[config.mk]
export PLATFORM = sky130hd
export DESIGN_NAME = gpio_hold_bank
export DESIGN_NICKNAME = d
export VERILOG_FILES = /design/src/rtl/gpio_hold_pkg.sv /design/src/rtl/gpio_sync.sv /design/src/rtl/gpio_irq_cell.sv /design/src/rtl/gpio_pad_hold.sv /design/src/rtl/gpio_hold_bank.sv
export SDC_FILE = /design/constraint.sdc
export NUM_CORES = 1
export LEC_CHECK = 0
export BUFFER_PORTS_ARGS = -buffer_cell sky130_fd_sc_hd__buf_2
export CAP_MARGIN = 20
export CORE_UTILIZATION = 40
export CTS_CLUSTER_DIAMETER = 80
export DETAILED_ROUTE_END_ITERATION = 6
export PLACE_DENSITY = 0.69
export RECOVER_POWER = 50
export SYNTH_ARGS = -nofsm -noshare
export SYNTH_HDL_FRONTEND = slang
export SYNTH_HIERARCHICAL = 1
export SYNTH_SLANG_ARGS = --single-unit
[constraint.sdc]
create_clock -name clk -period 12.2 [get_ports clk]
set_input_delay 0.61 -clock clk [delete_from_list [all_inputs] [get_ports clk]]
set_output_delay 0.61 -clock clk [all_outputs]
set_load 0.01 [all_outputs]
[src/rtl/gpio_hold_pkg.sv]
package gpio_hold_pkg;
  localparam int unsigned MODE_W = 3;

  typedef enum logic [MODE_W-1:0] {
    IM_OFF  = 3'd0,
    IM_RISE = 3'd1,
    IM_FALL = 3'd2,
    IM_ANY  = 3'd3,
    IM_LOW  = 3'd4,
    IM_HIGH = 3'd5
  } irq_mode_e;

  localparam int ADR_OUT   = 0;
  localparam int ADR_DIR   = 1;
  localparam int ADR_PU    = 2;
  localparam int ADR_PD    = 3;
  localparam int ADR_HOLD  = 4;
  localparam int ADR_IN    = 5;
  localparam int ADR_IEN   = 6;
  localparam int ADR_STAT  = 7;
  localparam int ADR_MODE0 = 8;
endpackage

[src/rtl/gpio_sync.sv]
module gpio_sync #(
  parameter int W = 1
) (
  input  logic         clk,
  input  logic         rst_n,
  input  logic [W-1:0] d,
  output logic [W-1:0] q
);
  logic [W-1:0] meta_q, sync_q;

  always_ff @(posedge clk or negedge rst_n) begin
    if (!rst_n) begin
      meta_q <= '0;
      sync_q <= '0;
    end else begin
      meta_q <= d;
      sync_q <= meta_q;
    end
  end

  assign q = sync_q;

  // output lags the raw input by two edges once out of reset
  p_sync_lag_r3: assert property (@(posedge clk) disable iff (!rst_n)
    ($past(rst_n) && $past(rst_n, 2)) |-> (q == $past(d, 2)));
endmodule

[src/rtl/gpio_irq_cell.sv]
module gpio_irq_cell
  import gpio_hold_pkg::*;
(
  input  logic              clk,
  input  logic              rst_n,
  input  logic              lvl,
  input  logic [MODE_W-1:0] mode,
  input  logic              clr,
  output logic              stat
);
  logic prev_q, sticky_q, sticky_d;
  logic rise, fall, evt, edge_mode, lvl_hit;

  always_comb begin
    rise = lvl & ~prev_q;
    fall = ~lvl & prev_q;
    unique case (mode)
      IM_RISE: evt = rise;
      IM_FALL: evt = fall;
      IM_ANY:  evt = rise | fall;
      default: evt = 1'b0;
    endcase
    edge_mode = (mode == IM_RISE) || (mode == IM_FALL) || (mode == IM_ANY);
    sticky_d  = edge_mode & (evt | (sticky_q & ~clr));
    lvl_hit   = ((mode == IM_LOW) & ~lvl) | ((mode == IM_HIGH) & lvl);
  end

  always_ff @(posedge clk or negedge rst_n) begin
    if (!rst_n) begin
      prev_q   <= 1'b0;
      sticky_q <= 1'b0;
    end else begin
      prev_q   <= lvl;
      sticky_q <= sticky_d;
    end
  end

  assign stat = sticky_q | lvl_hit;

  // a sticky bit only rises because of a detected edge
  p_edge_cause_r4: assert property (@(posedge clk) disable iff (!rst_n)
    $rose(sticky_q) |-> $past(evt));

  // a clear without a coincident edge empties the bit
  p_w1c_r5: assert property (@(posedge clk) disable iff (!rst_n)
    $past(clr && !evt) |-> !sticky_q);
endmodule

[src/rtl/gpio_pad_hold.sv]
module gpio_pad_hold #(
  parameter int W = 4
) (
  input  logic         clk,
  input  logic         rst_n,
  input  logic         hold,
  input  logic [W-1:0] live,
  output logic [W-1:0] pad
);
  logic [W-1:0] held_q, held_d;

  always_comb begin
    held_d = hold ? held_q : live;
    pad    = hold ? held_q : live;
  end

  always_ff @(posedge clk or negedge rst_n) begin
    if (!rst_n) held_q <= '0;
    else        held_q <= held_d;
  end

  // the pad view is frozen for as long as hold stays set
  p_hold_frozen_r8: assert property (@(posedge clk) disable iff (!rst_n)
    (hold && $past(hold)) |-> $stable(pad));
endmodule

[src/rtl/gpio_hold_bank.sv]
module gpio_hold_bank
  import gpio_hold_pkg::*;
#(
  parameter int N  = 17,
  parameter int AW = 5,
  parameter int DW = 32
) (
  input  logic          clk,
  input  logic          rst_n,
  input  logic [AW-1:0] bus_addr,
  input  logic          bus_we,
  input  logic [DW-1:0] bus_wdata,
  output logic [DW-1:0] bus_rdata,
  input  logic [N-1:0]  pad_in,
  output logic [N-1:0]  pad_out,
  output logic [N-1:0]  pad_oe,
  output logic [N-1:0]  pad_pu,
  output logic [N-1:0]  pad_pd,
  input  logic          pwr_down,
  output logic          irq
);
  localparam int PADW = 4;

  // reset: asynchronous assert, synchronous release
  logic rst_m, rst_s;
  always_ff @(posedge clk or negedge rst_n) begin
    if (!rst_n) {rst_s, rst_m} <= 2'b00;
    else        {rst_s, rst_m} <= {rst_m, 1'b1};
  end

  logic [N-1:0] out_q, dir_q, pu_q, pd_q, hold_q, ien_q;
  logic [N-1:0] out_d, dir_d, pu_d, pd_d, hold_d, ien_d;
  logic [MODE_W-1:0] mode_q [N];
  logic [MODE_W-1:0] mode_d [N];
  logic [N-1:0] stat_clr, stat, in_s;
  logic [PADW-1:0] pad_v [N];
  logic unused_wdata;

  assign unused_wdata = ^bus_wdata[DW-1:N];

  function automatic logic hit(input logic [AW-1:0] a, input int code);
    return int'(a) == code;
  endfunction

  always_comb begin
    out_d  = out_q;
    dir_d  = dir_q;
    pu_d   = pu_q;
    pd_d   = pd_q;
    hold_d = hold_q;
    ien_d  = ien_q;
    if (bus_we && hit(bus_addr, ADR_OUT))  out_d  = bus_wdata[N-1:0];
    if (bus_we && hit(bus_addr, ADR_DIR))  dir_d  = bus_wdata[N-1:0];
    if (bus_we && hit(bus_addr, ADR_PU))   pu_d   = bus_wdata[N-1:0];
    if (bus_we && hit(bus_addr, ADR_PD))   pd_d   = bus_wdata[N-1:0];
    if (bus_we && hit(bus_addr, ADR_HOLD)) hold_d = bus_wdata[N-1:0];
    if (bus_we && hit(bus_addr, ADR_IEN))  ien_d  = bus_wdata[N-1:0];
    for (int i = 0; i < N; i++) begin
      mode_d[i] = (bus_we && hit(bus_addr, ADR_MODE0 + i)) ? bus_wdata[MODE_W-1:0]
                                                            : mode_q[i];
    end
    stat_clr = (bus_we && hit(bus_addr, ADR_STAT)) ? bus_wdata[N-1:0] : '0;
  end

  always_ff @(posedge clk or negedge rst_s) begin
    if (!rst_s) begin
      out_q  <= '0;
      dir_q  <= '0;
      pu_q   <= '0;
      pd_q   <= '0;
      hold_q <= '0;
      ien_q  <= '0;
      for (int i = 0; i < N; i++) mode_q[i] <= '0;
    end else begin
      out_q  <= out_d;
      dir_q  <= dir_d;
      pu_q   <= pu_d;
      pd_q   <= pd_d;
      hold_q <= hold_d;
      ien_q  <= ien_d;
      for (int i = 0; i < N; i++) mode_q[i] <= mode_d[i];
    end
  end

  gpio_sync #(.W(N)) u_sync (
    .clk   (clk),
    .rst_n (rst_s),
    .d     (pad_in),
    .q     (in_s)
  );

  for (genvar g = 0; g < N; g++) begin : g_pin
    gpio_irq_cell u_irq (
      .clk   (clk),
      .rst_n (rst_s),
      .lvl   (in_s[g]),
      .mode  (mode_q[g]),
      .clr   (stat_clr[g]),
      .stat  (stat[g])
    );

    gpio_pad_hold #(.W(PADW)) u_hold (
      .clk   (clk),
      .rst_n (rst_s),
      .hold  (hold_q[g]),
      .live  ({out_q[g], dir_q[g], pu_q[g], pd_q[g]}),
      .pad   (pad_v[g])
    );

    assign pad_out[g] = pad_v[g][3];
    assign pad_oe[g]  = pad_v[g][2] & ~pwr_down;
    assign pad_pu[g]  = pad_v[g][1];
    assign pad_pd[g]  = pad_v[g][0];
  end

  assign irq = |(stat & ien_q);

  always_comb begin
    bus_rdata = '0;
    if (hit(bus_addr, ADR_OUT))  bus_rdata = DW'(out_q);
    if (hit(bus_addr, ADR_DIR))  bus_rdata = DW'(dir_q);
    if (hit(bus_addr, ADR_PU))   bus_rdata = DW'(pu_q);
    if (hit(bus_addr, ADR_PD))   bus_rdata = DW'(pd_q);
    if (hit(bus_addr, ADR_HOLD)) bus_rdata = DW'(hold_q);
    if (hit(bus_addr, ADR_IN))   bus_rdata = DW'(in_s);
    if (hit(bus_addr, ADR_IEN))  bus_rdata = DW'(ien_q);
    if (hit(bus_addr, ADR_STAT)) bus_rdata = DW'(stat);
    for (int i = 0; i < N; i++) begin
      if (hit(bus_addr, ADR_MODE0 + i)) bus_rdata = DW'(mode_q[i]);
    end
  end
endmodule

Word-level counts from Yosys, hierarchy flattened. Cells that the tools add are included.

Equal/unequal tests: 109. Mux-type cells: 60. Bitwise operators: 240. Reductions and logical operators: 60.

Operators with widths (number): $mux W32 (22); $and A1 B1 Y1 (119); $eq A3 B2 Y1 const B (34); $eq A3 B3 Y1 const B (34); $eq A5 B5 Y1 const B (16); $mux W17 (4); $mux W4 (17); $or A1 B1 Y1 (68); $not A1 Y1 (52); $eq A3 B1 Y1 const B (17); $pmux W1 S3 (17); $logic_or A1 B1 Y1 (34); $eq A5 B4 Y1 const B (5); $logic_and A1 B1 Y1 (24); $and A17 B17 Y17 (1); $reduce_or A17 Y1 (1); $eq A5 B3 Y1 const B (2); $eq A5 B2 Y1 const B (1); $logic_not A5 Y1 (1).

Register bits after elaboration: 291. Input bits: 58. Output and inout bits: 101. Logic and storage cells: 547.

Logic depth before layout (Yosys ltp).
Depth after elaboration: 26. Depth in mapped cells: 10.

Hierarchy. The synthesis kept the hierarchy.

Modules (own cells, without submodules): gpio_hold_bank (times used 1, cells each 730, area an instance 8254.2 sq um, sequential area each 3878.7 sq um); gpio_irq_cell (times used 17, cells each 15, area an instance 147.6 sq um, sequential area each 50.0 sq um); gpio_pad_hold (times used 17, cells each 8, area an instance 145.1 sq um, sequential area each 100.1 sq um); gpio_sync (times used 1, cells each 34, area an instance 850.8 sq um, sequential area each 850.8 sq um).

Least setup slack after synthesis. No wires, ideal clock.

Kind: input port to output port. From: input port bus_addr[4]. To: output port bus_rdata[15]. Arrival time: 1950 ps. Data required time: 11590 ps. Path slack: 9640 ps. Stages: 7. Buffers on the path: 3. Cell sequence: buf_6 > or2_4 > buf_6 > nor2_2 > clkbuf_1 > a222oi_1 > nor2_1.

Cells in the longest elaborated chain, start to end: 26.

Ends and longest elaborated chain: start: declaration (line gpio_hold_bank.sv:10) `input logic [AW-1:0] bus_addr,`; $logic_not A5 Y1 (line gpio_hold_bank.sv:42) `return int'(a) == code;`; $mux W17 (line gpio_hold_bank.sv:120) `if (hit(bus_addr, ADR_OUT)) bus_rdata = DW'(out_q);`; $mux W17 (line gpio_hold_bank.sv:121) `if (hit(bus_addr, ADR_DIR)) bus_rdata = DW'(dir_q);`; $mux W17 (line gpio_hold_bank.sv:122) `if (hit(bus_addr, ADR_PU)) bus_rdata = DW'(pu_q);`; $mux W32 (line gpio_hold_bank.sv:123) `if (hit(bus_addr, ADR_PD)) bus_rdata = DW'(pd_q);`; $mux W32 (line gpio_hold_bank.sv:124) `if (hit(bus_addr, ADR_HOLD)) bus_rdata = DW'(hold_q);`; $mux W32 (line gpio_hold_bank.sv:125) `if (hit(bus_addr, ADR_IN)) bus_rdata = DW'(in_s);`; $mux W32 (line gpio_hold_bank.sv:126) `if (hit(bus_addr, ADR_IEN)) bus_rdata = DW'(ien_q);`; $mux W32 (line gpio_hold_bank.sv:127) `if (hit(bus_addr, ADR_STAT)) bus_rdata = DW'(stat);`; $mux W32 (16 in series) (line gpio_hold_bank.sv:129) `if (hit(bus_addr, ADR_MODE0 + i)) bus_rdata = DW'(mode_q[i]);`; $mux W32 * (line gpio_hold_bank.sv:129); end: declaration (line gpio_hold_bank.sv:13) `output logic [DW-1:0] bus_rdata,`.

Every way passes the cells marked *; elsewhere a longest branch is shown, timed or not.

Final worst setup path.
From: input port bus_addr[1]. To: output port bus_rdata[5].

The elaborated chain is that of the path after synthesis.

==> impl_metrics.py <==
metrics = {
    "run": {
        "cap_viol_max_count": 4,
    },
    "clock_network": {
        "clk_latency_ns": 0.57,
        "cts_setup_buffers": 0,
        "cts.sinks": 291,
        "cts_max_path_buffers": 3,
        "cts_buffers": 31,
        "cts_root_buffer": "clkbuf_16",
        "cts_tree": "built",
        "path_clk_slew_ns": 0.06,
        "htree_levels": 1,
    },
    "yosys": {
        "yosysSeqAreaShare": 0.5171,
        "synth_area_sq_mm": 0.01408,
        "avgSynthCellArea_sq_um": 12.19,
        "ys_seq_elements": 291,
        "ys_warn_count": 6,
        "ys_types": 65,
        "synth_ff_type": "dfrtp_1",
        "synth_edf_count": 0,
        "syn_inst": 1155,
        "async_reset_ff_frac": 1.000,
    },
    "timing": {
        "finalMaxSlewViolations": 281,
        "fin_crit_sh": 0.5529,
        "period_needed_ns": 6.745,
        "fin_ws_ns": 5.455,
        "worstMarginPinSlew_ns": 4.002,
        "setup_viol": 0,
        "rsz0062_at_grt": "false",
        "finalHoldViolations": 0,
        "finClkSkew_ns": 0.01027,
        "slew_headroom": -1.668,
        "hold-worst-slack_ns": 0.1517,
        "setup_tns_ns": 0,
        "clock.fmax_mhz": 148.2,
    },
    "placement": {
        "dpl.hpwl_mm": 25.44,
        "place_congestion": 0.9376,
        "portBuffers": 128,
        "place_ws_ns": 8.232,
    },
    "hold_path": {
        "hp-class": "in -> reg",
        "holdPathStages": 1,
    },
    "global_routing": {
        "grt_first_pass_wirelength_mm": 57.66,
        "antenna_found_initial": 2,
        "overflow": 0,
        "grt_pass1_vias": 9743,
        "grt_usage": 0.2085,
        "grt_max_degree": 82,
    },
    "critical_path": {
        "required_ns": 11.59,
        "path_class": "in -> out",
        "reg2reg_setup_slack_ns": 6.08,
        "endpoint_kind": "output pin",
        "rr_worst_depth": 2,
        "crit_arrival_ns": 6.14,
        "cp_max_fo": 73,
        "start_kind": "primary input",
    },
    "drt": {
        "routed_wl_mm": 37.54,
        "drc": 1,
        "viasPerCell": 5.575,
        "via_count": 9757,
        "drtAntennaViolNets": 0,
        "drt_iter0_markers": 799,
        "wl_per_cell_um": 21.45,
        "firstDrtPassIters": 7,
    },
    "die": {
        "die_h_um": 189.6,
        "die_area_sq_mm": 0.03596,
        "start_util": 0.4067,
        "core_area_sq_mm": 0.03463,
        "die_w_um": 189.6,
        "ioPinCount": 159,
        "row_count": 68,
    },
    "run_status": {
        "violations": "design-rule violations, max-capacitance violations, max-slew violations",
        "status": "finished, violations left",
    },
    "final_layout": {
        "final_nets": 1365,
        "fin_util": 0.4626,
        "drive_above_1_share": 0.3253,
        "syn_to_final_growth_pct": 13.76,
    },
    "power": {
        "leakagePower_nw": 7.601,
        "power.density_mw_per_mm2": 173.5,
        "p_total_mw": 2.780,
        "ir_drop_v": 0.0001258,
    },
}
==> layout by cell type, fill, tap and decap left out, drive strengths merged, types with 14 or more instances in the layout <==
| master | netlist | routed |
|---|---|---|
| xnor2 | 17 | 17 |
| conb | 2 | 16 |
| ha | 34 | 34 |
| nand2 | 83 | 83 |
| o21ai | 39 | 39 |
| a221oi | 14 | 14 |
| a31o | 17 | 17 |
| dfrtp | 291 | 291 |
| nor3 | 14 | 14 |
| nor2b | 23 | 23 |
| mux2i | 15 | 15 |
| clkbuf | 31 | 54 |
| and2b | 17 | 17 |
| nor2 | 23 | 23 |
| and3 | 20 | 20 |
| a211oi | 34 | 34 |
| buf | 37 | 130 |
| a21oi | 31 | 31 |
| inv | 54 | 55 |
| mux2 | 229 | 229 |
| or2 | 19 | 19 |
| nand3b | 20 | 20 |
==> registers in the layout, indices dropped and copies added (netlist names) <==
register,flops
g_pin.u_irq/sticky_q,17
pu_q,17
hold_q,17
mode_q,51
rst_s,1
g_pin.u_irq/prev_q,17
u_sync/meta_q,17
ien_q,17
dir_q,17
u_sync/q,17
pd_q,17
g_pin.u_hold/held_q,68
rst_m,1
out_q,17
==> cell usage after synthesis, types with 7 or more instances <==
cell type    n  area share
dfrtp_1    291        0.52
nor2_1      22      0.0059
a31o_2      17       0.011
ha_1        34       0.030
a21oi_1     31       0.011
a211oi_1    17      0.0091
nor3_1      10      0.0036
and3_1      20      0.0089
nand2_1     80       0.021
a211oi_2    17       0.015
and2b_2     17       0.011
nor2b_1     23       0.010
mux2i_1     15       0.011
nand2b_1    11      0.0049
a221oi_1    14      0.0087
or2_0       17      0.0076
mux2_4      11       0.012
nand3b_1    20       0.011
a22oi_1     11      0.0059
buf_4       17      0.0091
a22o_1      11      0.0068
buf_2       14      0.0050
clkbuf_1    31      0.0083
xnor2_1     17       0.011
o21ai_0     39       0.014
inv_1       54       0.014
o22ai_1      7      0.0031
mux2_2     217        0.17
nand3_1      7      0.0025
==> logic make-up after synthesis <==
family          count (synthesis)  share of synthesized area
mux                           244                     0.1967
buf+inv                       122                    0.04149
other cells                     2                  0.0005333
simple gates                  245                    0.09729
flops                         291                     0.5171
fa+ha+maj                      34                    0.03021
xor+xnor                       17                    0.01057
compound gates                200                     0.1061
==> report_power, final <==
group	switching [mW]	total [mW]	internal, mW	leakage, nW
clock	0.373	0.894	0.521	0.474
sequential	0.152	1.31	1.15	3.67
combinational	0.288	0.579	0.290	3.46
==> metrics by stage <==
step | std cells | area [sq um]
after floorplan | 1169 | 14130
after global placement | 1692 | 15040
after detailed placement | 1692 | 15040
after CTS | 1747 | 16010
after global routing | 1750 | 16020
final | 1750 | 16020
==> worst max-delay path: stages <==
cell and delay, ns:
buf_2 0.08, clkbuf_1 2.78, nor2_2 0.90, a22o_1 0.50, a221oi_1 0.69, nand2_1 0.10
a21oi_1 0.14, nand2_1 0.09, buf_2 0.16
==> what timing repair did <==
item,in CTS,in global routing
endpoints found under the hold margin,2,0
hold buffers,1,0
gates resized for setup,0,0
==> worst paths after layout <==
path / startpoint / end
worst max register to register: rst_s / u_sync/meta_q[9]
max in group asynchronous: rst_s / u_sync/meta_q[9]
worst max-delay path: bus_addr[1] / bus_rdata[5]
min in group asynchronous: rst_n / rst_m
worst min register to register: u_sync/meta_q[10] / u_sync/q[10]
worst min-delay path: pad_in[4] / u_sync/meta_q[4]
==> routing by layer <==
layer,GRT usage,share of wire,up-vias
li1,-,-,4348
met1,0.2903,0.44,4997
met2,0.3323,0.47,340
met3,0.03394,0.062,70
met4,0.06607,0.028,2
met5,0,0.00035,-
==> area by class of cell <==
| type | instances | area (sq um) |
|---|---|---|
| multi-input cells | 756 | 6275 |
| flip-flops and latches | 291 | 7282 |
| repair buffers | 139 | 725.7 |
| diodes | 1 | 2.502 |
| clock buffers | 46 | 892.1 |
| clock inverters | 8 | 71.32 |
| inverters | 54 | 202.7 |
| fillers | 3164 | 18610 |
| well taps | 455 | 569.3 |
Power figures use the tool's default switching activity.
